`src/rtl/rzt_pkg.sv`:
```
package rzt_pkg;

  localparam int HALF_W = 16;
  localparam int WORD_W = 32;

  typedef enum logic [1:0] {
    TX_IDLE = 2'd0,
    TX_BITS = 2'd1,
    TX_GAP  = 2'd2
  } tx_state_t;

  // Build the 32-bit word (index k-1 holds serial bit k) from two half-words.
  function automatic logic [WORD_W-1:0] pack_halves(input logic [HALF_W-1:0] first_h,
                                                     input logic [HALF_W-1:0] second_h);
    logic [WORD_W-1:0] w;
    w = '0;
    for (int i = 0; i < 8; i++) w[i] = first_h[7-i];
    for (int j = 0; j < 5; j++) w[8+j] = first_h[11+j];
    for (int j = 0; j < HALF_W; j++) w[13+j] = second_h[j];
    w[29] = first_h[9];
    w[30] = first_h[10];
    w[31] = first_h[8];
    return w;
  endfunction

  // Bit-32 policy: parity over the 31-bit body or the raw stored bit.
  function automatic logic fill_bit32(input logic [WORD_W-2:0] body,
                                      input logic raw_bit,
                                      input logic force_par,
                                      input logic par_en,
                                      input logic even_sel);
    logic body_odd;
    body_odd = ^body;
    if (force_par || par_en) return even_sel ? body_odd : ~body_odd;
    return raw_bit;
  endfunction

endpackage

```
`src/rtl/rzt_loader.sv`:
```
module rzt_loader
  import rzt_pkg::*;
(
  input  logic              clk,
  input  logic              rst_n,
  input  logic [HALF_W-1:0] half_in,
  input  logic              lo_stb,
  input  logic              hi_stb,
  output logic              lo_pending,
  output logic              push_req,
  output logic [WORD_W-1:0] push_word
);

  logic [HALF_W-1:0] lo_hold;

  always_ff @(posedge clk or negedge rst_n) begin
    if (!rst_n) begin
      lo_hold    <= '0;
      lo_pending <= 1'b0;
    end else if (lo_stb) begin
      lo_hold    <= half_in;
      lo_pending <= 1'b1;
    end else if (hi_stb) begin
      lo_pending <= 1'b0;
    end
  end

  assign push_req  = hi_stb && lo_pending;
  assign push_word = pack_halves(lo_hold, half_in);

endmodule

```
`src/rtl/rzt_fifo.sv`:
```
module rzt_fifo #(
  parameter int DEPTH = 8,
  parameter int W     = 32
) (
  input  logic                         clk,
  input  logic                         rst_n,
  input  logic                         push_req,
  input  logic [W-1:0]                 push_word,
  input  logic                         pop,
  output logic [W-1:0]                 head,
  output logic                         empty,
  output logic                         push_ok,
  output logic [$clog2(DEPTH+1)-1:0]   count
);

  localparam int PW = (DEPTH > 1) ? $clog2(DEPTH) : 1;
  localparam int CW = $clog2(DEPTH+1);
  localparam logic [CW-1:0] FULL_C = CW'(DEPTH);
  localparam logic [PW-1:0] LAST_P = PW'(DEPTH-1);

  logic [W-1:0]  mem [DEPTH];
  logic [PW-1:0] wr_ptr, rd_ptr;
  logic          pop_ok;

  function automatic logic [PW-1:0] bump(input logic [PW-1:0] p);
    return (p == LAST_P) ? '0 : p + 1'b1;
  endfunction

  assign push_ok = push_req && (count != FULL_C);
  assign pop_ok  = pop && (count != '0);
  assign empty   = (count == '0);
  assign head    = mem[rd_ptr];

  always_ff @(posedge clk) begin
    if (push_ok) mem[wr_ptr] <= push_word;
  end

  always_ff @(posedge clk or negedge rst_n) begin
    if (!rst_n) begin
      wr_ptr <= '0;
      rd_ptr <= '0;
      count  <= '0;
    end else begin
      if (push_ok) wr_ptr <= bump(wr_ptr);
      if (pop_ok)  rd_ptr <= bump(rd_ptr);
      case ({push_ok, pop_ok})
        2'b10:   count <= count + 1'b1;
        2'b01:   count <= count - 1'b1;
        default: count <= count;
      endcase
    end
  end

  assert_count_bound_R3: assert property (@(posedge clk) disable iff (!rst_n)
    count <= FULL_C);

  assert_full_drop_R3: assert property (@(posedge clk) disable iff (!rst_n)
    (count == FULL_C && push_req && pop) |=> (count == FULL_C - 1'b1));

  assert_no_pop_empty_R5: assert property (@(posedge clk) disable iff (!rst_n)
    pop |-> (count != '0));

endmodule

```
`src/rtl/rzt_serializer.sv`:
```
module rzt_serializer
  import rzt_pkg::*;
#(
  parameter int FAST_BIT_CLKS = 10,
  parameter int SLOW_BIT_CLKS = 80,
  parameter int GAP_BITS      = 4
) (
  input  logic              clk,
  input  logic              rst_n,
  input  logic              tx_en,
  input  logic              slow,
  input  logic              fifo_empty,
  input  logic [WORD_W-1:0] next_word,
  output logic              pop,
  output logic              busy,
  output logic              rail_one,
  output logic              rail_zero
);

  localparam int CNT_MAX = GAP_BITS * SLOW_BIT_CLKS;
  localparam int CNTW    = $clog2(CNT_MAX + 1);
  localparam int IDXW    = $clog2(WORD_W);
  localparam logic [CNTW-1:0] FAST_M1  = CNTW'(FAST_BIT_CLKS - 1);
  localparam logic [CNTW-1:0] SLOW_M1  = CNTW'(SLOW_BIT_CLKS - 1);
  localparam logic [CNTW-1:0] FAST_HF  = CNTW'(FAST_BIT_CLKS / 2);
  localparam logic [CNTW-1:0] SLOW_HF  = CNTW'(SLOW_BIT_CLKS / 2);
  localparam logic [CNTW-1:0] FAST_GM1 = CNTW'(GAP_BITS * FAST_BIT_CLKS - 1);
  localparam logic [CNTW-1:0] SLOW_GM1 = CNTW'(GAP_BITS * SLOW_BIT_CLKS - 1);
  localparam logic [IDXW-1:0] LAST_IDX = IDXW'(WORD_W - 1);

  tx_state_t         state;
  logic [CNTW-1:0]   cnt;
  logic [IDXW-1:0]   idx;
  logic [WORD_W-1:0] shreg;
  logic [CNTW-1:0]   per_m1, half_len, gap_m1;
  logic              gap_done, bit_done, data_phase, cur_bit;

  assign per_m1   = slow ? SLOW_M1  : FAST_M1;
  assign half_len = slow ? SLOW_HF  : FAST_HF;
  assign gap_m1   = slow ? SLOW_GM1 : FAST_GM1;

  assign gap_done = (state == TX_GAP)  && (cnt == gap_m1);
  assign bit_done = (state == TX_BITS) && (cnt == per_m1);
  assign pop      = tx_en && !fifo_empty && ((state == TX_IDLE) || gap_done);
  assign busy     = (state == TX_BITS);

  always_ff @(posedge clk or negedge rst_n) begin
    if (!rst_n) begin
      state <= TX_IDLE;
      cnt   <= '0;
      idx   <= '0;
      shreg <= '0;
    end else if (!tx_en) begin
      state <= TX_IDLE;
      cnt   <= '0;
      idx   <= '0;
    end else if (pop) begin
      state <= TX_BITS;
      cnt   <= '0;
      idx   <= '0;
      shreg <= next_word;
    end else begin
      case (state)
        TX_BITS: begin
          if (bit_done) begin
            cnt <= '0;
            if (idx == LAST_IDX) state <= TX_GAP;
            else                 idx   <= idx + 1'b1;
          end else begin
            cnt <= cnt + 1'b1;
          end
        end
        TX_GAP: begin
          if (gap_done) begin
            cnt   <= '0;
            state <= TX_IDLE;
          end else begin
            cnt <= cnt + 1'b1;
          end
        end
        default: begin
          cnt <= '0;
          idx <= '0;
        end
      endcase
    end
  end

  assign cur_bit    = shreg[idx];
  assign data_phase = (state == TX_BITS) && (cnt < half_len);
  assign rail_one   = data_phase && cur_bit;
  assign rail_zero  = data_phase && !cur_bit;

  assert_one_rail_R6: assert property (@(posedge clk) disable iff (!rst_n)
    !(rail_one && rail_zero));

  assert_abort_quiet_R10: assert property (@(posedge clk) disable iff (!rst_n)
    !tx_en |=> (!rail_one && !rail_zero));

  assert_gap_silent_R7: assert property (@(posedge clk) disable iff (!rst_n)
    (state == TX_GAP) |-> (!rail_one && !rail_zero));

endmodule

```
`src/rtl/rzt_transmitter.sv`:
```
module rzt_transmitter
  import rzt_pkg::*;
#(
  parameter int DEPTH         = 8,
  parameter int FAST_BIT_CLKS = 10,
  parameter int SLOW_BIT_CLKS = 80,
  parameter int GAP_BITS      = 4
) (
  input  logic              clk,
  input  logic              rst_n,
  input  logic [HALF_W-1:0] host_half,
  input  logic              half_lo_stb,
  input  logic              half_hi_stb,
  input  logic              tx_enable,
  input  logic              slow_rate,
  input  logic              par_force,
  input  logic              par_enable,
  input  logic              par_even,
  output logic              rail_one,
  output logic              rail_zero,
  output logic              tx_ready
);

  localparam int CW = $clog2(DEPTH + 1);

  logic              lo_pending, push_req, push_ok, pop, fifo_empty, busy;
  logic [WORD_W-1:0] push_word, head_raw, head_final;
  logic [CW-1:0]     fifo_count;

  rzt_loader u_loader (
    .clk        (clk),
    .rst_n      (rst_n),
    .half_in    (host_half),
    .lo_stb     (half_lo_stb),
    .hi_stb     (half_hi_stb),
    .lo_pending (lo_pending),
    .push_req   (push_req),
    .push_word  (push_word)
  );

  rzt_fifo #(.DEPTH(DEPTH), .W(WORD_W)) u_fifo (
    .clk       (clk),
    .rst_n     (rst_n),
    .push_req  (push_req),
    .push_word (push_word),
    .pop       (pop),
    .head      (head_raw),
    .empty     (fifo_empty),
    .push_ok   (push_ok),
    .count     (fifo_count)
  );

  assign head_final = {fill_bit32(head_raw[WORD_W-2:0], head_raw[WORD_W-1],
                                  par_force, par_enable, par_even),
                       head_raw[WORD_W-2:0]};

  rzt_serializer #(
    .FAST_BIT_CLKS (FAST_BIT_CLKS),
    .SLOW_BIT_CLKS (SLOW_BIT_CLKS),
    .GAP_BITS      (GAP_BITS)
  ) u_ser (
    .clk        (clk),
    .rst_n      (rst_n),
    .tx_en      (tx_enable),
    .slow       (slow_rate),
    .fifo_empty (fifo_empty),
    .next_word  (head_final),
    .pop        (pop),
    .busy       (busy),
    .rail_one   (rail_one),
    .rail_zero  (rail_zero)
  );

  assign tx_ready = fifo_empty && !busy;

  assert_ready_drop_R4: assert property (@(posedge clk) disable iff (!rst_n)
    push_ok |=> !tx_ready);

  assert_orphan_half_R2: assert property (@(posedge clk) disable iff (!rst_n)
    (half_hi_stb && !lo_pending) |=> (fifo_count <= $past(fifo_count)));

endmodule

```
`config.mk`:
```
export PLATFORM = sky130hd
export DESIGN_NAME = rzt_transmitter
export DESIGN_NICKNAME = d
export VERILOG_FILES = /design/src/rtl/rzt_pkg.sv /design/src/rtl/rzt_loader.sv /design/src/rtl/rzt_fifo.sv /design/src/rtl/rzt_serializer.sv /design/src/rtl/rzt_transmitter.sv
export SDC_FILE = /design/constraint.sdc
export NUM_CORES = 1
export LEC_CHECK = 0
export ABC_AREA = 1
export BUFFER_PORTS_ARGS = -buffer_cell sky130_fd_sc_hd__buf_2
export CORE_ASPECT_RATIO = 1.4
export CORE_MARGIN = 2
export CORE_UTILIZATION = 40
export DETAILED_ROUTE_END_ITERATION = 16
export PLACE_DENSITY_LB_ADDON = 0.05
export SLEW_MARGIN = 20
export SYNTH_ARGS = -nofsm -noshare
export SYNTH_HDL_FRONTEND = slang
export SYNTH_HIERARCHICAL = 1
export SYNTH_SLANG_ARGS = --single-unit
export TNS_END_PERCENT = 100
```
`constraint.sdc`:
```
create_clock -name clk -period 4 [get_ports clk]
set_clock_uncertainty 0.05 [all_clocks]
set_input_delay 0.8 -clock clk [delete_from_list [all_inputs] [get_ports clk]]
set_output_delay 0.8 -clock clk [all_outputs]
set_load 0.05 [all_outputs]
```
==> summary.md <==
| Metric | Value |
|---|---|
| Outcome | finished, final reports clean |
| Crit. End Element | output port |
| Clock power frac | 25.5% |
| Iteration count of the initial detailed-routing pass | 5 |
| Crit path cell chain | clkinv_1 > nand2_1 > nand3_1 > nand2_1 > nand2_1 > nand2_1 > nand2_1 > nand3_1 > nand2_1 > nor2_1 > buf_2 |
| Syn nets | 1,891 |
| P_sw | 5.19 mW |
| Critical Path RT | 3.15 ns |
| Fin crit share | roughly nine tenths |
| Yosys reg bits | approximately 330 |
| Synth unique cells | 37 |
| Wire per inst | between 15 and 20 um |
| Vias after detailed routing | ~11k |
| Cell Pwr Density | 735 nW/um^2 |
| Sequential-to-total area share from yosys stat | between 50% and 60% |
| Crit-path slowest cell | dfrtp_1 |
| WS Path Type | reg2out |
| H-Tree Depth | 2 |
| Die Wd | between 150 and 200 um |
| Worst Setup SP | u_ser/idx[0]$_DFFE_PN0P_ |
| Internal power | a little under 8 mW |
| Ratio of cells with drive above 1 in the final layout | under 10% |
| RSZ-0062 raised after global routing | no |
| Global route overflow | 0 |
| Antenna Nets Post-Route | 0 |
| Worst-path maximum fanout | 17 |
| Clk root buf | clkbuf_16 |
| Routed vias/inst | ~4.5 |
| First-pass GRT wire length | 58,300 um |
| Worst slew pin tran | 0.782 ns |
| Synthesized instance count | 1,849 |
| DRT iter0 DRCs | 582 |
| Setup crit start kind | flip-flop |
| Initial Utilization | approximately 40% |
| # setup viols final | 0 |
| Worst skew pair latency | roughly 0.53 ns |
| Final hold vios | 0 |
| EDFF count, synth | ~260 |
| Final worst slack | 0.473 ns |
| MaxCap Viol Count | 0 |
| Area of the multi-input gates | 4980 sq um |
| Number of nets in the layout | about 1.9k |
| Sequential power share | 35.0% |
| Max Fclk | around 0.28 GHz |
| Core area | ~39,000 sq um |
| Pleak | between 8 and 9 nW |
| Worst vdd ir | 0.418 mV |
| Die area | slightly above 40,000 sq um |
| DRC | 0 |
| Number of I/O port buffers | 27 |
| CTS tree | done |
| Layout area overhead | 10.6% |
| Ys async rst share | 22.7% |
| Number of antenna violations at the first check in global routing | 0 |
| Rel. slew slack | a little under half |
| Max-slew violations | 0 |
| Leading post-synthesis cells by cell area | edfxtp_1 48%, nand2_1 18%, dfrtp_1 12% |
| Comb pwr share | just under 40% |
| Synth Flop Type | edfxtp_1 |
| Syn_area_per_cell | 8.63 sq um |
| CTS Buf Count | 37 |
| Pin count of the biggest net entering global routing | 65 |
| Number of I/O pins | 28 |
| CP peak stage delay | 0.71 ns |
| Setup TNS | 0 ns |
| Drt total wl | 37,200 um |
| # clock sinks | ~330 |
| Most common cell on crit path | nand2_1 |
| # fillers | about 3.9k |
| Switching Fraction | about two fifths |
| Post-Syn Area | approximately 16,000 sq um |
| Fin crit period | between 3 and 4 ns |
| Diode count | 0 |
| Detailed Place HPWL | roughly 21,000 um |
| Synth area leader | edfxtp_1 |
| Worst EP arrival | 2.68 ns |
| Yosys top cell area share | roughly 48% |
| GP Congestion | ~0.77 |
| Worst hold path type | in2async |
| Yosys warns | 6 |
| Num rows | 86 |
| Number of global-route vias before repair | between 10k and 15k |
| DP Worst Slack | 0.661 ns |
| R2r startpoint | u_fifo/rd_ptr[0]$_DFFE_PN0P_ |
| Vert. Die Dim | roughly 240 um |
| Setup bufs post-CTS | 0 |
| Clock transition at path regs | around 0.060 ns |
| Clock Tree Buf Depth | 3 |
| Cts repair resizes | 0 |
| Gr usage total | between 10% and 20% |
| FF+latch area | roughly 9600 sq um |
| Hold-fix buffers, CTS | 0 |
| R2r worst-path depth | 22 |
-- worst paths after layout --
| path | end | slack (ns) |
|---|---|---|
| hold reg to reg | u_loader/lo_pending$_DFFE_PN0P_ | 0.43 |
| hold / removal | u_ser/shreg[5]$_DFFE_PN0P_ | 0.30 |
| setup reg to reg | u_ser/shreg[31]$_DFFE_PN0P_ | 0.98 |
| max in group asynchronous | u_loader/lo_hold[0]$_DFFE_PN0P_ | 2.87 |
| min in group clk | u_loader/lo_pending$_DFFE_PN0P_ | 0.43 |
| setup / recovery | rail_one | 0.47 |
-- sequential cells by signal, summed over array words and instances (netlist names), 2 cells and up --
| register | flops |
|---|---|
| u_fifo/wr_ptr | 3 |
| u_ser/shreg | 32 |
| u_fifo/count | 4 |
| u_ser/idx | 5 |
| u_fifo/mem | 256 |
| u_fifo/rd_ptr | 3 |
| u_ser/cnt | 9 |
| u_loader/lo_hold | 16 |
| u_ser/state | 2 |
-- Yosys cell counts, types with 3 or more instances --
cell type and number:
buf_1 8, buf_2 30, buf_4 23, buf_6 11, clkbuf_1 7, clkinv_1 3
dfrtp_1 75, edfxtp_1 256, ha_1 16, inv_1 231, inv_2 4, nand2_1 747
nand2_2 11, nand3_1 50, nor2_1 292, nor2_2 5, nor3_1 10, o21ai_0 31
or2_2 6, xnor2_1 5, xor2_1 7
-- cells in the final DEF (no fill, tap or decap), types with 4 or more instances in the layout --
cell type and count:
buf_12 5, buf_2 26, buf_4 18, clkbuf_1 11
clkbuf_16 38, clkinv_1 9, clkinv_2 5, dfrtp_1 73
edfxtp_1 256, ha_1 16, inv_1 231, inv_2 4
nand2_1 747, nand2_2 11, nand3_1 50, nor2_1 292
nor2_2 5, nor3_2 8, o21ai_0 31, or2_2 6
xnor2_1 5, xor2_1 7
-- power groups by stage --
stage                     logic, mW  clock network [mW]  registers [mW]
after global placement         5.11                   0            4.60
after global routing           5.95                3.54            4.60
after floorplan                4.04                   0            4.44
after CTS                      5.22                3.41            4.55
after detailed placement       5.21                   0            4.61
final                          5.14                3.31            4.54
-- worst max-delay path: cells and delay by family (launching register included) --
family | cells | cell delay [ns]
simple gates | 9 | 0.76
flops | 1 | 0.71
buf+inv | 2 | 0.69
-- through the flow --
step           util [%]  hold slack [ns]  cells  total power [mW]  cell area (sq um)
2_1_floorplan         -            0.391   1849              8.48              16000
3_3_place_gp       41.9            0.407   2344              9.72              16500
3_5_place_dp       41.9            0.408   2344              9.82              16500
4_1_cts            44.8            0.332   2410              13.2              17700
5_1_grt            44.8            0.371   2410              14.1              17700
6_report           44.8            0.298   2410              13.0              17700
-- layout make-up --
type / instances / area share (%)
clock buffer: 51 / 5.77
clock inverter: 15 / 0.872
multi-input combinational: 1197 / 28.2
sequential: 331 / 54.2
tap: 528 / 3.74
timing repair buffer: 49 / 2.07
inverter: 239 / 5.12
-- routing by layer --
layer  vias up  global-route usage (%)  share of wire (%)
met3        53                    2.37                3.1
li1       5679                       -                  -
met4         0                    5.08                2.2
met1      5081                    23.4                 45
met2       140                    32.2                 50
met5         -                       0                  0
-- cells by family after synthesis --
kind of cell	count (synthesis)	share of synthesized area [%]
fa+ha+maj	17	1.38
compound gates	40	1.39
simple gates	1128	27.6
buf+inv	321	9.09
xor+xnor	12	0.659
flops	331	59.9
Note: power is estimated with default switching activity, not from simulation.
